--- src/rtl/intr_pkg.sv ---
package intr_pkg;
  localparam int unsigned REG_W = 32;

  typedef enum logic [1:0] {
    SEL_CAUSE = 2'd0,
    SEL_CSET  = 2'd1,
    SEL_MSET  = 2'd2,
    SEL_MCLR  = 2'd3
  } reg_sel_e;
endpackage

--- src/rtl/intr_cause_bank.sv ---
module intr_cause_bank #(
  parameter int unsigned          NUM_SRC    = 17,
  parameter logic [NUM_SRC-1:0]   VALID_MASK = 17'h1E007
) (
  input  logic               clk,
  input  logic               rst_n,
  input  logic [NUM_SRC-1:0] evt,
  input  logic               set_en,
  input  logic [NUM_SRC-1:0] set_bits,
  input  logic               rd_clr,
  output logic [NUM_SRC-1:0] cause_q
);
  logic [NUM_SRC-1:0] kept;
  logic [NUM_SRC-1:0] added;

  // a read clears what it returned; new pulses land on top of that
  assign kept  = rd_clr ? '0 : cause_q;
  assign added = evt | (set_en ? set_bits : '0);

  always_ff @(posedge clk or negedge rst_n) begin
    if (!rst_n) cause_q <= '0;
    else        cause_q <= (kept | added) & VALID_MASK;
  end
endmodule

--- src/rtl/intr_mask_reg.sv ---
module intr_mask_reg #(
  parameter int unsigned        NUM_SRC    = 17,
  parameter logic [NUM_SRC-1:0] VALID_MASK = 17'h1E007
) (
  input  logic               clk,
  input  logic               rst_n,
  input  logic               set_en,
  input  logic               clr_en,
  input  logic [NUM_SRC-1:0] bits,
  output logic [NUM_SRC-1:0] mask_q
);
  logic [NUM_SRC-1:0] nxt;

  always_comb begin
    nxt = mask_q;
    if (set_en) nxt = nxt | bits;
    if (clr_en) nxt = nxt & ~bits;
  end

  always_ff @(posedge clk or negedge rst_n) begin
    if (!rst_n) mask_q <= '0;
    else        mask_q <= nxt & VALID_MASK;
  end
endmodule

--- src/rtl/intr_msg_fifo.sv ---
module intr_msg_fifo #(
  parameter int unsigned DEPTH = 4,
  parameter int unsigned MSG_W = 1
) (
  input  logic             clk,
  input  logic             rst_n,
  input  logic             push,
  input  logic [MSG_W-1:0] push_data,
  output logic             full,
  output logic             out_valid,
  input  logic             out_ready,
  output logic [MSG_W-1:0] out_data
);
  localparam int unsigned PW = (DEPTH > 1) ? $clog2(DEPTH) : 1;
  localparam int unsigned CW = $clog2(DEPTH + 1);
  localparam logic [PW-1:0] LAST = PW'(DEPTH - 1);

  logic [MSG_W-1:0] mem [DEPTH];
  logic [PW-1:0]    wr_ptr, rd_ptr;
  logic [CW-1:0]    count;
  logic             do_push, do_pop;

  assign full      = (count == CW'(DEPTH));
  assign out_valid = (count != '0);
  assign out_data  = mem[rd_ptr];
  assign do_push   = push && !full;
  assign do_pop    = out_valid && out_ready;

  always_ff @(posedge clk or negedge rst_n) begin
    if (!rst_n) begin
      wr_ptr <= '0;
      rd_ptr <= '0;
      count  <= '0;
    end else begin
      if (do_push) wr_ptr <= (wr_ptr == LAST) ? '0 : wr_ptr + 1'b1;
      if (do_pop)  rd_ptr <= (rd_ptr == LAST) ? '0 : rd_ptr + 1'b1;
      case ({do_push, do_pop})
        2'b10:   count <= count + 1'b1;
        2'b01:   count <= count - 1'b1;
        default: count <= count;
      endcase
    end
  end

  always_ff @(posedge clk) begin
    if (do_push) mem[wr_ptr] <= push_data;
  end
endmodule

--- src/rtl/intr_cause_mask.sv ---
module intr_cause_mask #(
  parameter int unsigned        NUM_SRC    = 17,
  parameter logic [NUM_SRC-1:0] VALID_MASK = 17'h1E007,
  parameter int unsigned        FIFO_DEPTH = 4,
  parameter int unsigned        ADDR_W     = 4
) (
  input  logic                   clk,
  input  logic                   rst_n,
  input  logic                   reg_en,
  input  logic                   reg_we,
  input  logic [ADDR_W-1:0]      reg_addr,
  input  logic [31:0]            reg_wdata,
  output logic [31:0]            reg_rdata,
  input  logic [NUM_SRC-1:0]     evt_pulse,
  output logic                   irq_out,
  output logic                   msg_valid,
  input  logic                   msg_ready,
  output logic                   msg_assert
);
  import intr_pkg::*;

  localparam int unsigned PAD = REG_W - NUM_SRC;

  logic               hit;
  reg_sel_e           sel;
  logic [NUM_SRC-1:0] wbits;
  logic [NUM_SRC-1:0] cause_q, mask_q;
  logic               lvl_now, lvl_q, fifo_full, push;
  logic [0:0]         head;
  logic               unused_wr_hi;

  assign sel   = reg_sel_e'(reg_addr[3:2]);
  assign hit   = reg_en && (reg_addr[1:0] == 2'b00) && ((reg_addr >> 4) == '0);
  assign wbits = reg_wdata[NUM_SRC-1:0];
  assign unused_wr_hi = ^reg_wdata[REG_W-1:NUM_SRC];

  intr_cause_bank #(.NUM_SRC(NUM_SRC), .VALID_MASK(VALID_MASK)) u_cause (
    .clk      (clk),
    .rst_n    (rst_n),
    .evt      (evt_pulse),
    .set_en   (hit && reg_we && sel == SEL_CSET),
    .set_bits (wbits),
    .rd_clr   (hit && !reg_we && sel == SEL_CAUSE),
    .cause_q  (cause_q)
  );

  intr_mask_reg #(.NUM_SRC(NUM_SRC), .VALID_MASK(VALID_MASK)) u_mask (
    .clk    (clk),
    .rst_n  (rst_n),
    .set_en (hit && reg_we && sel == SEL_MSET),
    .clr_en (hit && reg_we && sel == SEL_MCLR),
    .bits   (wbits),
    .mask_q (mask_q)
  );

  always_comb begin
    reg_rdata = '0;
    if (hit && !reg_we) begin
      unique case (sel)
        SEL_CAUSE: reg_rdata = {{PAD{1'b0}}, cause_q};
        SEL_MSET:  reg_rdata = {{PAD{1'b0}}, mask_q};
        default:   reg_rdata = '0;
      endcase
    end
  end

  // level and message generation; lvl_q is the last level handed to the queue
  assign lvl_now = |(cause_q & mask_q);
  assign irq_out = lvl_now;
  assign push    = (lvl_now != lvl_q) && !fifo_full;

  always_ff @(posedge clk or negedge rst_n) begin
    if (!rst_n)    lvl_q <= 1'b0;
    else if (push) lvl_q <= lvl_now;
  end

  intr_msg_fifo #(.DEPTH(FIFO_DEPTH), .MSG_W(1)) u_fifo (
    .clk       (clk),
    .rst_n     (rst_n),
    .push      (push),
    .push_data (lvl_now),
    .full      (fifo_full),
    .out_valid (msg_valid),
    .out_ready (msg_ready),
    .out_data  (head)
  );

  assign msg_assert = head[0];
endmodule

--- config.mk ---
export PLATFORM = sky130hd
export DESIGN_NAME = intr_cause_mask
export DESIGN_NICKNAME = d
export VERILOG_FILES = /design/src/rtl/intr_pkg.sv /design/src/rtl/intr_cause_bank.sv /design/src/rtl/intr_mask_reg.sv /design/src/rtl/intr_msg_fifo.sv /design/src/rtl/intr_cause_mask.sv
export SDC_FILE = /design/constraint.sdc
export NUM_CORES = 1
export LEC_CHECK = 0
export BUFFER_PORTS_ARGS = -buffer_cell sky130_fd_sc_hd__buf_4
export CAP_MARGIN = 25
export CORE_ASPECT_RATIO = 2
export CORE_UTILIZATION = 23
export CTS_CLUSTER_SIZE = 10
export DETAILED_ROUTE_END_ITERATION = 8
export GPL_TIMING_DRIVEN = 1
export MAX_ROUTING_LAYER = met4
export PLACE_DENSITY = 0.46
export SLEW_MARGIN = 20
export SYNTH_ARGS = -nofsm -noshare
export SYNTH_HDL_FRONTEND = slang
export SYNTH_HIERARCHICAL = 1
export SYNTH_SLANG_ARGS = --single-unit
--- constraint.sdc ---
create_clock -name clk -period 2.44 [get_ports clk]
set_input_delay 0.488 -clock clk [delete_from_list [all_inputs] [get_ports clk]]
set_output_delay 0.488 -clock clk [all_outputs]
set_load 0.05 [all_outputs]
# Word level (Yosys, flattened, before mapping)
# Memories as Yosys holds them, arrays and structs flattened.
# Index checks and enable logic that the tools add are counted.
# classes
reduce_logical	17
add_sub_neg	4
eq_ne	9
bitwise	6
muxes	11
# op_table
op	count
$mux W17	4
$or A17 B17 Y17	3
$and A17 B17 Y17	2
$pmux W17 S2	1
$mux W32	1
$not A17 Y17	1
$reduce_or A17 Y1	1
$eq A2 B2 Y1 const B	5
$logic_and A1 B1 Y1	10
$pmux W3 S2	1
$add A2 B1 Y2 const B	2
$eq A2 B1 Y1 const B	2
$logic_not A2 Y1	2
$mux W2	2
$add A3 B1 Y3 const B	1
$eq A3 B3 Y1 const B	1
$reduce_bool A3 Y1	1
$sub A3 B1 Y3 const B	1
$logic_not A1 Y1	2
$mux W1	2
$reduce_bool A2 Y1	1
$ne A1 B1 Y1	1
# totals
regBits	22
ramBits	4
out_inout_bits	35
word_cells	54
inputBits	58
memories	1
# memory_table
memory	words	word_bits	rd	rd_clocked_by_memory_dff	wr	line	rtl
u_fifo.mem	4	1	1	0	1	intr_msg_fifo.sv:18	logic [MSG_W-1:0] mem [DEPTH];

# Depth between registers and ports, before layout
# Gate-level depths: netlist (run 1).
# depth
depth_word	7
depth_mapped	14

# Hierarchy
# The synthesis (run 1) kept the hierarchy.
# by_module_without_submodules
module	seq_area_each_um2	area_each_um2	instances	cells_per_inst
intr_msg_fifo	295.3	608.1	1	45
intr_cause_mask	25.0	561.8	1	78
intr_cause_bank	175.2	327.8	1	26
intr_mask_reg	175.2	324.1	1	32

# Worst setup path after synthesis (run 1)
# Ideal clock, no wire load.
# synth_timing
path_type	reg2reg
from	register u_cause.cause_q[15]
to	register u_fifo.count[2]
setup_slack_ps	-427
setup_ps	79
required_ps	2361
stages_incl_launch_ff	14
arrival_ps	2788
cell_sequence	dfrtp_1 -> a22oi_1 -> nand2_1 -> a221oi_1 -> nand3_2 -> mux2_4 -> nor2b_2 -> inv_1 -> ha_1 -> inv_1 -> fa_1 -> xor2_1 -> nor2_1 -> xor2_1
# synth_via
elab_chain_cells	7
word_cells_on_any_way	9
# synth_rtl
item	line	rtl
start: declaration	intr_cause_bank.sv:11	output logic [NUM_SRC-1:0] cause_q
start signal: assignment	intr_cause_bank.sv:22	else cause_q <= (kept | added) & VALID_MASK;
$and A17 B17 Y17 *	intr_cause_mask.sv:68	assign lvl_now = |(cause_q & mask_q);
$reduce_or A17 Y1 *	intr_cause_mask.sv:68	
net irq_out	intr_cause_mask.sv:15	output logic irq_out,
$ne A1 B1 Y1 *	intr_cause_mask.sv:70	assign push = (lvl_now != lvl_q) && !fifo_full;
$logic_and A1 B1 Y1 *	intr_cause_mask.sv:70	
net push	intr_cause_mask.sv:28	logic lvl_now, lvl_q, fifo_full, push;
$logic_and A1 B1 Y1 *	intr_msg_fifo.sv:26	assign do_push = push && !full;
$eq A2 B1 Y1 or $eq A2 B2 Y1 (tied branches)	intr_msg_fifo.sv:37	case ({do_push, do_pop})
$pmux W3 S2 or $reduce_bool A2 Y1 (tied branches)	-	
end signal: assignment	intr_msg_fifo.sv:38	2'b10: count <= count + 1'b1;
end signal: assignment	intr_msg_fifo.sv:39	2'b01: count <= count - 1'b1;
end signal: assignment	intr_msg_fifo.sv:40	default: count <= count;
end: declaration	intr_msg_fifo.sv:20	logic [CW-1:0] count;
# The timed path passes the listed nets; every way through them passes the cells marked *.
# A chain may end at the register's enable or synchronous reset.

# Final worst setup path (run 1)
# layout_timing
from	register u_cause.cause_q[13]
to	register u_fifo.count[2]
# layout_via
elab_chain_cells	7
word_cells_on_any_way	9
# layout_rtl
item	line
$and A17 B17 Y17 *	intr_cause_mask.sv:68
$reduce_or A17 Y1 *	intr_cause_mask.sv:68
$ne A1 B1 Y1 *	intr_cause_mask.sv:70
$logic_and A1 B1 Y1 *	intr_cause_mask.sv:70
net push	intr_cause_mask.sv:28
$logic_and A1 B1 Y1 *	intr_msg_fifo.sv:26
$eq A2 B1 Y1 or $eq A2 B2 Y1 (tied branches)	intr_msg_fifo.sv:37
$pmux W3 S2 or $reduce_bool A2 Y1 (tied branches)	-
# Marks and branches as above.

==> results of run 1 <==
[placed cells by master, fill, tap and decap left out, types with 4 or more instances in the layout]
| cell | Yosys | layout |
|---|---|---|
| sky130_fd_sc_hd__a21oi_1 | 14 | 14 |
| sky130_fd_sc_hd__ha_1 | 6 | 5 |
| sky130_fd_sc_hd__a22oi_1 | 4 | 4 |
| sky130_fd_sc_hd__conb_1 | 3 | 35 |
| sky130_fd_sc_hd__and2_1 | 4 | 4 |
| sky130_fd_sc_hd__dfrtp_1 | 22 | 22 |
| sky130_fd_sc_hd__mux2i_1 | 18 | 18 |
| sky130_fd_sc_hd__buf_4 | 35 | 49 |
| sky130_fd_sc_hd__edfxtp_1 | 4 | 4 |
| sky130_fd_sc_hd__a221o_1 | 7 | 7 |
| sky130_fd_sc_hd__nor2_1 | 25 | 25 |
| sky130_fd_sc_hd__inv_1 | 7 | 5 |
[logic make-up after synthesis]
family	after synthesis	synth area share [%]
compound gates	29	11.7
xor+xnor	3	1.44
fa+ha+maj	7	5.22
buf+inv	46	16.8
flops	26	36.8
mux	25	15.5
other cells	3	0.618
simple gates	42	12.0
[through the flow]
step                      setup slack (ns)  instance area [µm²]  TNS [ns]  cells  utilization, %
final                              -0.0730                 2280   -0.0730    323            30.0
after global routing                -0.238                 2280    -0.269    323            30.0
after CTS                           -0.133                 2250    -0.140    321            29.6
after detailed placement            -0.138                 2150    -0.143    315            28.3
after global placement              -0.154                 2150    -0.161    315            28.3
after floorplan                     -0.190                 1970    -0.270    213               -
[where the power goes]
group	switching, mW	internal [mW]	total, mW	leakage [nW]
logic	0.337	0.304	0.640	0.761
clock network	0.147	0.219	0.367	0.0385
registers	0.0867	0.528	0.615	0.277
[layer usage]
layer	up-vias	global-route usage, %	routed length, µm
li1	659	-	-
met5	-	-	0
met3	4	1.69	136
met4	0	3.92	49
met2	34	19.6	2340
met1	619	9.94	1480
[flip-flops by register name, indices dropped and copies added (netlist names)]
| register | cells |
|---|---|
| u_fifo/rd_ptr | 2 |
| u_fifo/wr_ptr | 2 |
| u_fifo/mem | 4 |
| u_mask/mask_q | 7 |
| u_fifo/count | 3 |
| lvl_q | 1 |
| u_cause/cause_q | 7 |
[area by class of cell]
class / instances / share of cell area (%)
clock buffer: 3 / 3.29
clock inverter: 1 / 0.165
inverter: 8 / 1.32
multi-input combinational: 141 / 44.0
sequential: 26 / 29.4
tap: 94 / 5.16
timing repair buffer: 50 / 16.6
[synthesized netlist by cell type, types with 3 or more instances]
cell type and number:
sky130_fd_sc_hd__mux2i_1 18, sky130_fd_sc_hd__a22oi_1 4, sky130_fd_sc_hd__dfrtp_1 22, sky130_fd_sc_hd__mux2_4 3
sky130_fd_sc_hd__a21oi_1 14, sky130_fd_sc_hd__and2_1 4, sky130_fd_sc_hd__a221o_1 7, sky130_fd_sc_hd__inv_1 7
sky130_fd_sc_hd__ha_1 6, sky130_fd_sc_hd__buf_4 35, sky130_fd_sc_hd__and3_1 3, sky130_fd_sc_hd__conb_1 3
sky130_fd_sc_hd__nor2_1 25, sky130_fd_sc_hd__edfxtp_1 4, sky130_fd_sc_hd__mux2_2 3
[how the worst max path moves through the flow]
stage,slack (ns),to,cells after the start,from
6_report,-0.07,u_fifo/count[2]$_DFFE_PN0P_,12,u_cause/cause_q[13]$_DFF_PN0_
5_1_grt,-0.24,u_fifo/count[2]$_DFFE_PN0P_,12,u_cause/cause_q[13]$_DFF_PN0_
4_1_cts,-0.13,u_fifo/count[2]$_DFFE_PN0P_,12,u_mask/mask_q[13]$_DFF_PN0_
3_5_place_dp,-0.14,u_fifo/count[2]$_DFFE_PN0P_,12,u_cause/cause_q[13]$_DFF_PN0_
3_3_place_gp,-0.15,u_fifo/count[2]$_DFFE_PN0P_,12,u_cause/cause_q[13]$_DFF_PN0_
2_1_floorplan,-0.19,u_fifo/count[2]$_DFFE_PN0P_,13,u_mask/mask_q[15]$_DFF_PN0_
[what timing repair did]
item / 4_1_cts / 5_1_grt
resized for setup: 0 / 4
setup endpoints to repair: 2 / 2
setup buffers: 2 / 2
pin swaps: 5 / 4
==> flow_results.xml, run 1 <==
<?xml version="1.0" encoding="UTF-8"?>
<metrics>
  <group name="power_and_ir_drop">
    <metric name="power.total" unit="mW">1.62</metric>
    <metric name="power_leakage" unit="nW">1.08</metric>
    <metric name="peakVddDrop" unit="V">0.000437</metric>
    <metric name="power_density" unit="nW/µm²">711</metric>
  </group>
  <group name="clock_tree">
    <metric name="clk_path_buf_depth" unit="">2</metric>
    <metric name="clock_sinks" unit="">26</metric>
    <metric name="clk_root_buffer_cell" unit="">sky130_fd_sc_hd__clkbuf_16</metric>
    <metric name="tritoncts" unit="">done</metric>
    <metric name="insertion_delay" unit="ns">0.26</metric>
    <metric name="cts_buffers" unit="">3</metric>
    <metric name="htreeDepth" unit="">1</metric>
    <metric name="reg_clk_slew_reported_paths" unit="ns">0.07</metric>
    <metric name="cts_hold_buf" unit="">0</metric>
  </group>
  <group name="global_routing">
    <metric name="grt_pass1_wl" unit="µm">6240</metric>
    <metric name="grt_start_max_net_pins" unit="">23</metric>
    <metric name="grt_overflow_total" unit="">0</metric>
    <metric name="grt_usage" unit="%">10.3</metric>
    <metric name="first_global_vias" unit="">1289</metric>
    <metric name="number_of_antenna_violations_at_the_first_check_in_global_routing" unit="">0</metric>
  </group>
  <group name="synth">
    <metric name="synth-seq-cells" unit="">26</metric>
    <metric name="unique_cell_type_count_in_the_yosys_netlist" unit="">36</metric>
    <metric name="synth.area.top_cells" unit="">sky130_fd_sc_hd__dfrtp_1 (30%), sky130_fd_sc_hd__buf_4 (14%), sky130_fd_sc_hd__mux2i_1 (9.9%)</metric>
    <metric name="synth_top_area_cell" unit="">sky130_fd_sc_hd__dfrtp_1</metric>
    <metric name="synth-main-ff-cell" unit="">sky130_fd_sc_hd__dfrtp_1</metric>
    <metric name="synth-warning-count" unit="">6</metric>
    <metric name="yosys.area.top_type_share" unit="%">30.2</metric>
    <metric name="synth_async_sr_flop_share" unit="%">84.6</metric>
    <metric name="synth_edf_count" unit="">4</metric>
    <metric name="synth_cells" unit="">181</metric>
    <metric name="synthesized_area_per_cell" unit="µm²">10.1</metric>
    <metric name="syn_area" unit="µm²">1820</metric>
    <metric name="ys_seq_area_share" unit="%">36.8</metric>
  </group>
  <group name="floorplanning">
    <metric name="row_count" unit="">45</metric>
    <metric name="initial_utilization" unit="%">24.0</metric>
    <metric name="dieHeight" unit="µm">128</metric>
    <metric name="design.die.area" unit="µm²">8300</metric>
    <metric name="floorplan.io_pins" unit="">93</metric>
    <metric name="die-width" unit="µm">64.9</metric>
    <metric name="core_area" unit="µm²">7600</metric>
  </group>
  <group name="status">
    <metric name="status" unit="">finished with violations</metric>
    <metric name="violations_in_the_final_reports" unit="">setup timing</metric>
  </group>
  <group name="finish">
    <metric name="syn2layout_area_growth" unit="%">25.2</metric>
    <metric name="multi_input_area" unit="µm²">1000</metric>
    <metric name="diode_insertion_count_for_antenna_repair" unit="">0</metric>
    <metric name="ff_latch_area" unit="µm²">671</metric>
    <metric name="final_net_count" unit="">295</metric>
    <metric name="layout.filler_cells" unit="">810</metric>
    <metric name="drive_above_1_share" unit="%">31.9</metric>
  </group>
  <group name="timing">
    <metric name="setup_viol_count_final" unit="">1</metric>
    <metric name="hold-worst-slack" unit="ns">0.115</metric>
    <metric name="max_slew_margin" unit="%">39.7</metric>
    <metric name="finalHoldViolations" unit="">0</metric>
    <metric name="worst_pin_slew" unit="ns">0.901</metric>
    <metric name="post-route-worst-setup-slack" unit="ns">-0.0730</metric>
    <metric name="rsz_0062_raised_after_global_routing" unit="">yes</metric>
    <metric name="fmax" unit="GHz">0.398</metric>
    <metric name="period_needed" unit="ns">2.51</metric>
    <metric name="fin_skew" unit="ns">0.00158</metric>
    <metric name="timing.final.crit_share" unit="%">103</metric>
    <metric name="finalMaxSlewViolations" unit="">0</metric>
  </group>
  <group name="setup_path">
    <metric name="worstReg2RegStart" unit="">u_cause/cause_q[13]$_DFF_PN0_</metric>
    <metric name="highest_fanout_seen_on_the_critical_path" unit="">2</metric>
    <metric name="worstSetupStartpointType" unit="">flop</metric>
    <metric name="slowest_stage" unit="">sky130_fd_sc_hd__dfrtp_1</metric>
    <metric name="worst-r2r-setup-slack" unit="ns">-0.07</metric>
    <metric name="critical_path.reg2reg.endpoint" unit="">u_fifo/count[2]$_DFFE_PN0P_</metric>
    <metric name="critical_path.top_delay_family" unit="">simple AND/OR/NAND/NOR gates</metric>
    <metric name="timing.critical_path.required" unit="ns">2.63</metric>
    <metric name="slowest_delay" unit="ns">0.40</metric>
    <metric name="critical_path_buf_inv_count" unit="">2</metric>
    <metric name="cp_cell_sequence" unit="">a221oi_2, and3_4, nand3_4, mux2_4, nor2b_4, inv_2, ha_4, inv_2, fa_2, xor2_1, nor2_1, xor2_1</metric>
    <metric name="path_class" unit="">reg2reg</metric>
    <metric name="r2r.worst_path.cells" unit="">12</metric>
    <metric name="arrival" unit="ns">2.70</metric>
    <metric name="endpoint_kind" unit="">flop</metric>
  </group>
  <group name="routing">
    <metric name="routed_wire_per_std_cell" unit="µm">12.4</metric>
    <metric name="vias_per_cell" unit="">4.07</metric>
    <metric name="detailroute.via_count" unit="">1316</metric>
    <metric name="initialDrtViolationCount" unit="">47</metric>
    <metric name="route.antenna.remaining_nets" unit="">0</metric>
    <metric name="drt_pre_antenna_iters" unit="">4</metric>
    <metric name="wirelength" unit="µm">4010</metric>
    <metric name="remaining_drc_errors" unit="">0</metric>
  </group>
  <group name="place">
    <metric name="quantity_of_i_o_buffers_inserted_on_ports" unit="">32</metric>
    <metric name="place.detailed.hpwl" unit="µm">3160</metric>
    <metric name="place.gp.congestion" unit="">0.733</metric>
  </group>
  <group name="job">
    <metric name="timing.max_cap.violations" unit="">0</metric>
  </group>
  <group name="hold_path">
    <metric name="timing.hold.worst.class" unit="">in2async</metric>
  </group>
</metrics>
Power figures use the tool's default switching activity.
==> inputs of run 2 (changes only) <==
--- a/config.mk
+++ b/config.mk
@@ -14,6 +14,7 @@
 export GPL_TIMING_DRIVEN = 1
 export MAX_ROUTING_LAYER = met4
 export PLACE_DENSITY = 0.46
+export SKIP_LAST_GASP = 1
 export SLEW_MARGIN = 20
 export SYNTH_ARGS = -nofsm -noshare
 export SYNTH_HDL_FRONTEND = slang
==> run 2 against run 1 <==
Against the previous run:
- the run still ends with setup timing left
- fmax did not move
- worst hold slack did not move
- design area fell by 0.16%
- die area did not move
- via count did not move
- total power barely moved
- combinational power barely moved
- critical path depth did not move
- clock skew did not move
- first-iteration DRC count did not move
- global-route usage did not move
- sequential share of layout area barely moved
- largest cell class unchanged
- largest power group unchanged
==> flow_results.xml, run 2 (synthesis gave the netlist of run 1 again) <==
<?xml version="1.0" encoding="UTF-8"?>
<metrics>
  <group name="status">
    <metric name="status" unit="">finished with violations</metric>
    <metric name="violations_in_the_final_reports" unit="">setup timing</metric>
  </group>
  <group name="clock_tree">
    <metric name="reg_clk_slew_reported_paths" unit="ns">0.07</metric>
    <metric name="tritoncts" unit="">done</metric>
    <metric name="clock_sinks" unit="">26</metric>
    <metric name="htreeDepth" unit="">1</metric>
    <metric name="clk_root_buffer_cell" unit="">sky130_fd_sc_hd__clkbuf_16</metric>
    <metric name="insertion_delay" unit="ns">0.26</metric>
    <metric name="cts_buffers" unit="">3</metric>
    <metric name="clk_path_buf_depth" unit="">2</metric>
  </group>
  <group name="timing">
    <metric name="period_needed" unit="ns">2.51</metric>
    <metric name="finalHoldViolations" unit="">0</metric>
    <metric name="max_slew_margin" unit="%">39.7</metric>
    <metric name="worst_pin_slew" unit="ns">0.901</metric>
    <metric name="fmax" unit="GHz">0.398</metric>
    <metric name="fin_setup_tns" unit="ns">-0.0730</metric>
    <metric name="post-route-worst-setup-slack" unit="ns">-0.0730</metric>
    <metric name="setup_viol_count_final" unit="">1</metric>
    <metric name="fin_skew" unit="ns">0.00158</metric>
    <metric name="rsz_0062_raised_after_global_routing" unit="">yes</metric>
    <metric name="finalMaxSlewViolations" unit="">0</metric>
    <metric name="timing.final.crit_share" unit="%">103</metric>
  </group>
  <group name="power_and_ir_drop">
    <metric name="combinationalPowerShare" unit="%">39.5</metric>
    <metric name="power.total" unit="mW">1.62</metric>
    <metric name="switching_power" unit="mW">0.571</metric>
    <metric name="power_leakage" unit="nW">1.07</metric>
    <metric name="seq_power_share" unit="%">37.9</metric>
    <metric name="power_density" unit="nW/µm²">712</metric>
    <metric name="swShare" unit="%">35.2</metric>
    <metric name="peakVddDrop" unit="V">0.000437</metric>
    <metric name="internal_power_summed_over_all_cells" unit="mW">1.05</metric>
    <metric name="clkPwrFrac" unit="%">22.6</metric>
  </group>
  <group name="place">
    <metric name="quantity_of_i_o_buffers_inserted_on_ports" unit="">32</metric>
    <metric name="place.gp.congestion" unit="">0.733</metric>
    <metric name="placed_cells_incl_taps" unit="">315</metric>
    <metric name="placedInstanceArea" unit="µm²">2150</metric>
    <metric name="dp_worst_setup_slack" unit="ns">-0.138</metric>
    <metric name="place.detailed.hpwl" unit="µm">3160</metric>
  </group>
  <group name="finish">
    <metric name="final_common_cell" unit="">sky130_fd_sc_hd__buf_4</metric>
    <metric name="final_cell_count_no_fill" unit="">323</metric>
    <metric name="final_net_count" unit="">295</metric>
    <metric name="post-route-cell-area" unit="µm²">2280</metric>
    <metric name="drive_above_1_share" unit="%">31.9</metric>
    <metric name="diode_insertion_count_for_antenna_repair" unit="">0</metric>
    <metric name="leading_cell_types_in_the_layout_fill_and_taps_excluded" unit="">sky130_fd_sc_hd__buf_4 (50), sky130_fd_sc_hd__conb_1 (35), sky130_fd_sc_hd__nor2_1 (25), sky130_fd_sc_hd__dfrtp_1 (22), sky130_fd_sc_hd__mux2i_1 (18)</metric>
    <metric name="registers_with_the_most_flip_flops" unit="">u_cause/cause_q: 7 flops, u_mask/mask_q: 7 flops, u_fifo/mem: 4 flops</metric>
    <metric name="syn2layout_area_growth" unit="%">25.0</metric>
  </group>
  <group name="routing">
    <metric name="wirelength" unit="µm">4000</metric>
    <metric name="detailroute.via_count" unit="">1316</metric>
    <metric name="route.antenna.remaining_nets" unit="">0</metric>
    <metric name="initialDrtViolationCount" unit="">47</metric>
    <metric name="remaining_drc_errors" unit="">0</metric>
    <metric name="vias_per_cell" unit="">4.07</metric>
    <metric name="routed_wire_per_std_cell" unit="µm">12.4</metric>
    <metric name="drt_pre_antenna_iters" unit="">4</metric>
  </group>
  <group name="setup_path">
    <metric name="highest_fanout_seen_on_the_critical_path" unit="">2</metric>
    <metric name="slowest_delay" unit="ns">0.40</metric>
    <metric name="slowest_stage" unit="">sky130_fd_sc_hd__dfrtp_1</metric>
    <metric name="worstReg2RegStart" unit="">u_cause/cause_q[13]$_DFF_PN0_</metric>
    <metric name="timing.critical_path.required" unit="ns">2.63</metric>
    <metric name="critical_path.startpoint" unit="">u_cause/cause_q[13]$_DFF_PN0_</metric>
    <metric name="cp-endpoint" unit="">u_fifo/count[2]$_DFFE_PN0P_</metric>
    <metric name="critical_path.top_delay_family" unit="">simple AND/OR/NAND/NOR gates</metric>
    <metric name="arrival" unit="ns">2.70</metric>
    <metric name="logic_depth_of_the_worst_path_buffers_included" unit="">12</metric>
    <metric name="worstSetupStartpointType" unit="">flop</metric>
    <metric name="cp_cell_sequence" unit="">a221oi_2, and3_4, nand3_4, mux2_4, nor2b_4, inv_2, ha_4, inv_2, fa_2, xor2_1, nor2_1, xor2_1</metric>
    <metric name="critical_path_buf_inv_count" unit="">2</metric>
    <metric name="critical_path.reg2reg.endpoint" unit="">u_fifo/count[2]$_DFFE_PN0P_</metric>
    <metric name="endpoint_kind" unit="">flop</metric>
    <metric name="worst-r2r-setup-slack" unit="ns">-0.07</metric>
    <metric name="path_class" unit="">reg2reg</metric>
    <metric name="r2r.worst_path.cells" unit="">12</metric>
  </group>
  <group name="floorplanning">
    <metric name="core_area" unit="µm²">7600</metric>
    <metric name="initial_utilization" unit="%">24.0</metric>
    <metric name="row_count" unit="">45</metric>
    <metric name="design.die.area" unit="µm²">8300</metric>
    <metric name="floorplan.io_pins" unit="">93</metric>
    <metric name="dieHeight" unit="µm">128</metric>
    <metric name="die-width" unit="µm">64.9</metric>
  </group>
  <group name="global_routing">
    <metric name="grt_pass1_wl" unit="µm">6240</metric>
    <metric name="met1_demand_to_capacity_share_in_global_routing" unit="%">9.94</metric>
    <metric name="global_routing_s_busiest_layer" unit="">met2</metric>
    <metric name="met2_usage" unit="%">19.6</metric>
    <metric name="number_of_antenna_violations_at_the_first_check_in_global_routing" unit="">0</metric>
    <metric name="grt_start_max_net_pins" unit="">23</metric>
    <metric name="met3_resource_use_gr" unit="%">1.69</metric>
    <metric name="grt_usage" unit="%">10.3</metric>
    <metric name="first_global_vias" unit="">1289</metric>
    <metric name="grt_overflow_total" unit="">0</metric>
  </group>
  <group name="job">
    <metric name="timing.max_cap.violations" unit="">0</metric>
  </group>
  <group name="hold_path">
    <metric name="timing.hold.worst.class" unit="">in2async</metric>
  </group>
</metrics>
## run 2: cell counts in the layout (fill, tap and decap cells not counted)
No cell type changed its count.
## run 2: metrics by stage
stage | hold slack, ns | utilization (%)
after floorplan | 0.192 | -
after global placement | 0.407 | 28.3
after detailed placement | 0.404 | 28.3
after CTS | 0.125 | 29.6
after global routing | 0.132 | 30.0
final | 0.115 | 30.0
## run 2: power groups by stage
stage / logic [mW] / registers [mW] / clock network (mW)
after floorplan: 0.505 / 0.604 / 0
after global placement: 0.618 / 0.623 / 0
after detailed placement: 0.628 / 0.623 / 0
after CTS: 0.638 / 0.615 / 0.381
after global routing: 0.713 / 0.630 / 0.406
final: 0.640 / 0.615 / 0.367
## run 2: metal layers
metal	vias up	wire length, µm
met2	34	2340
met1	619	1480
met5	-	0
met3	4	136
met4	0	49
li1	659	-
## run 2: worst min-delay path by stage
stage / cells after the start / slack (ns) / to / startpoint
floorplan: 0 / 0.19 / lvl_q$_DFFE_PN0P_ / rst_n
global placement: 1 / 0.41 / u_cause/cause_q[15]$_DFF_PN0_ / rst_n
detailed placement: 1 / 0.40 / u_cause/cause_q[15]$_DFF_PN0_ / rst_n
CTS: 1 / 0.13 / u_fifo/wr_ptr[0]$_DFFE_PN0P_ / rst_n
global route: 1 / 0.13 / u_cause/cause_q[0]$_DFF_PN0_ / rst_n
finish: 1 / 0.11 / u_cause/cause_q[14]$_DFF_PN0_ / rst_n
## run 2: repair_timing
action                                  4_1_cts  5_1_grt
endpoints found under the setup margin        2        2
resized for setup                             0        3
setup buffers                                 2        2
hold buffers                                  0        0
pin swaps                                     5        4
endpoints found under the hold margin         0        0
cloned                                        0        0
## run 2: worst reg2reg max path, cell delays in order, from the launching register on
cell and delay [ns]:
sky130_fd_sc_hd__dfrtp_1 0.40, sky130_fd_sc_hd__a221oi_2 0.34, sky130_fd_sc_hd__and3_4 0.25, sky130_fd_sc_hd__nand3_4 0.07
sky130_fd_sc_hd__mux2_4 0.30, sky130_fd_sc_hd__nor2b_4 0.13, sky130_fd_sc_hd__inv_2 0.05, sky130_fd_sc_hd__ha_4 0.12
sky130_fd_sc_hd__inv_2 0.03, sky130_fd_sc_hd__fa_2 0.32, sky130_fd_sc_hd__xor2_1 0.15, sky130_fd_sc_hd__nor2_1 0.13
sky130_fd_sc_hd__xor2_1 0.14
## run 2: area by class of cell
type                    instances  area [µm²]
clock buffers                   3        75.1
clock inverters                 1        3.75
fillers                       810        5320
inverters                       8        30.0
multi-input cells             141        1000
flip-flops and latches         26         671
well taps                      94         118
repair buffers                 50         375
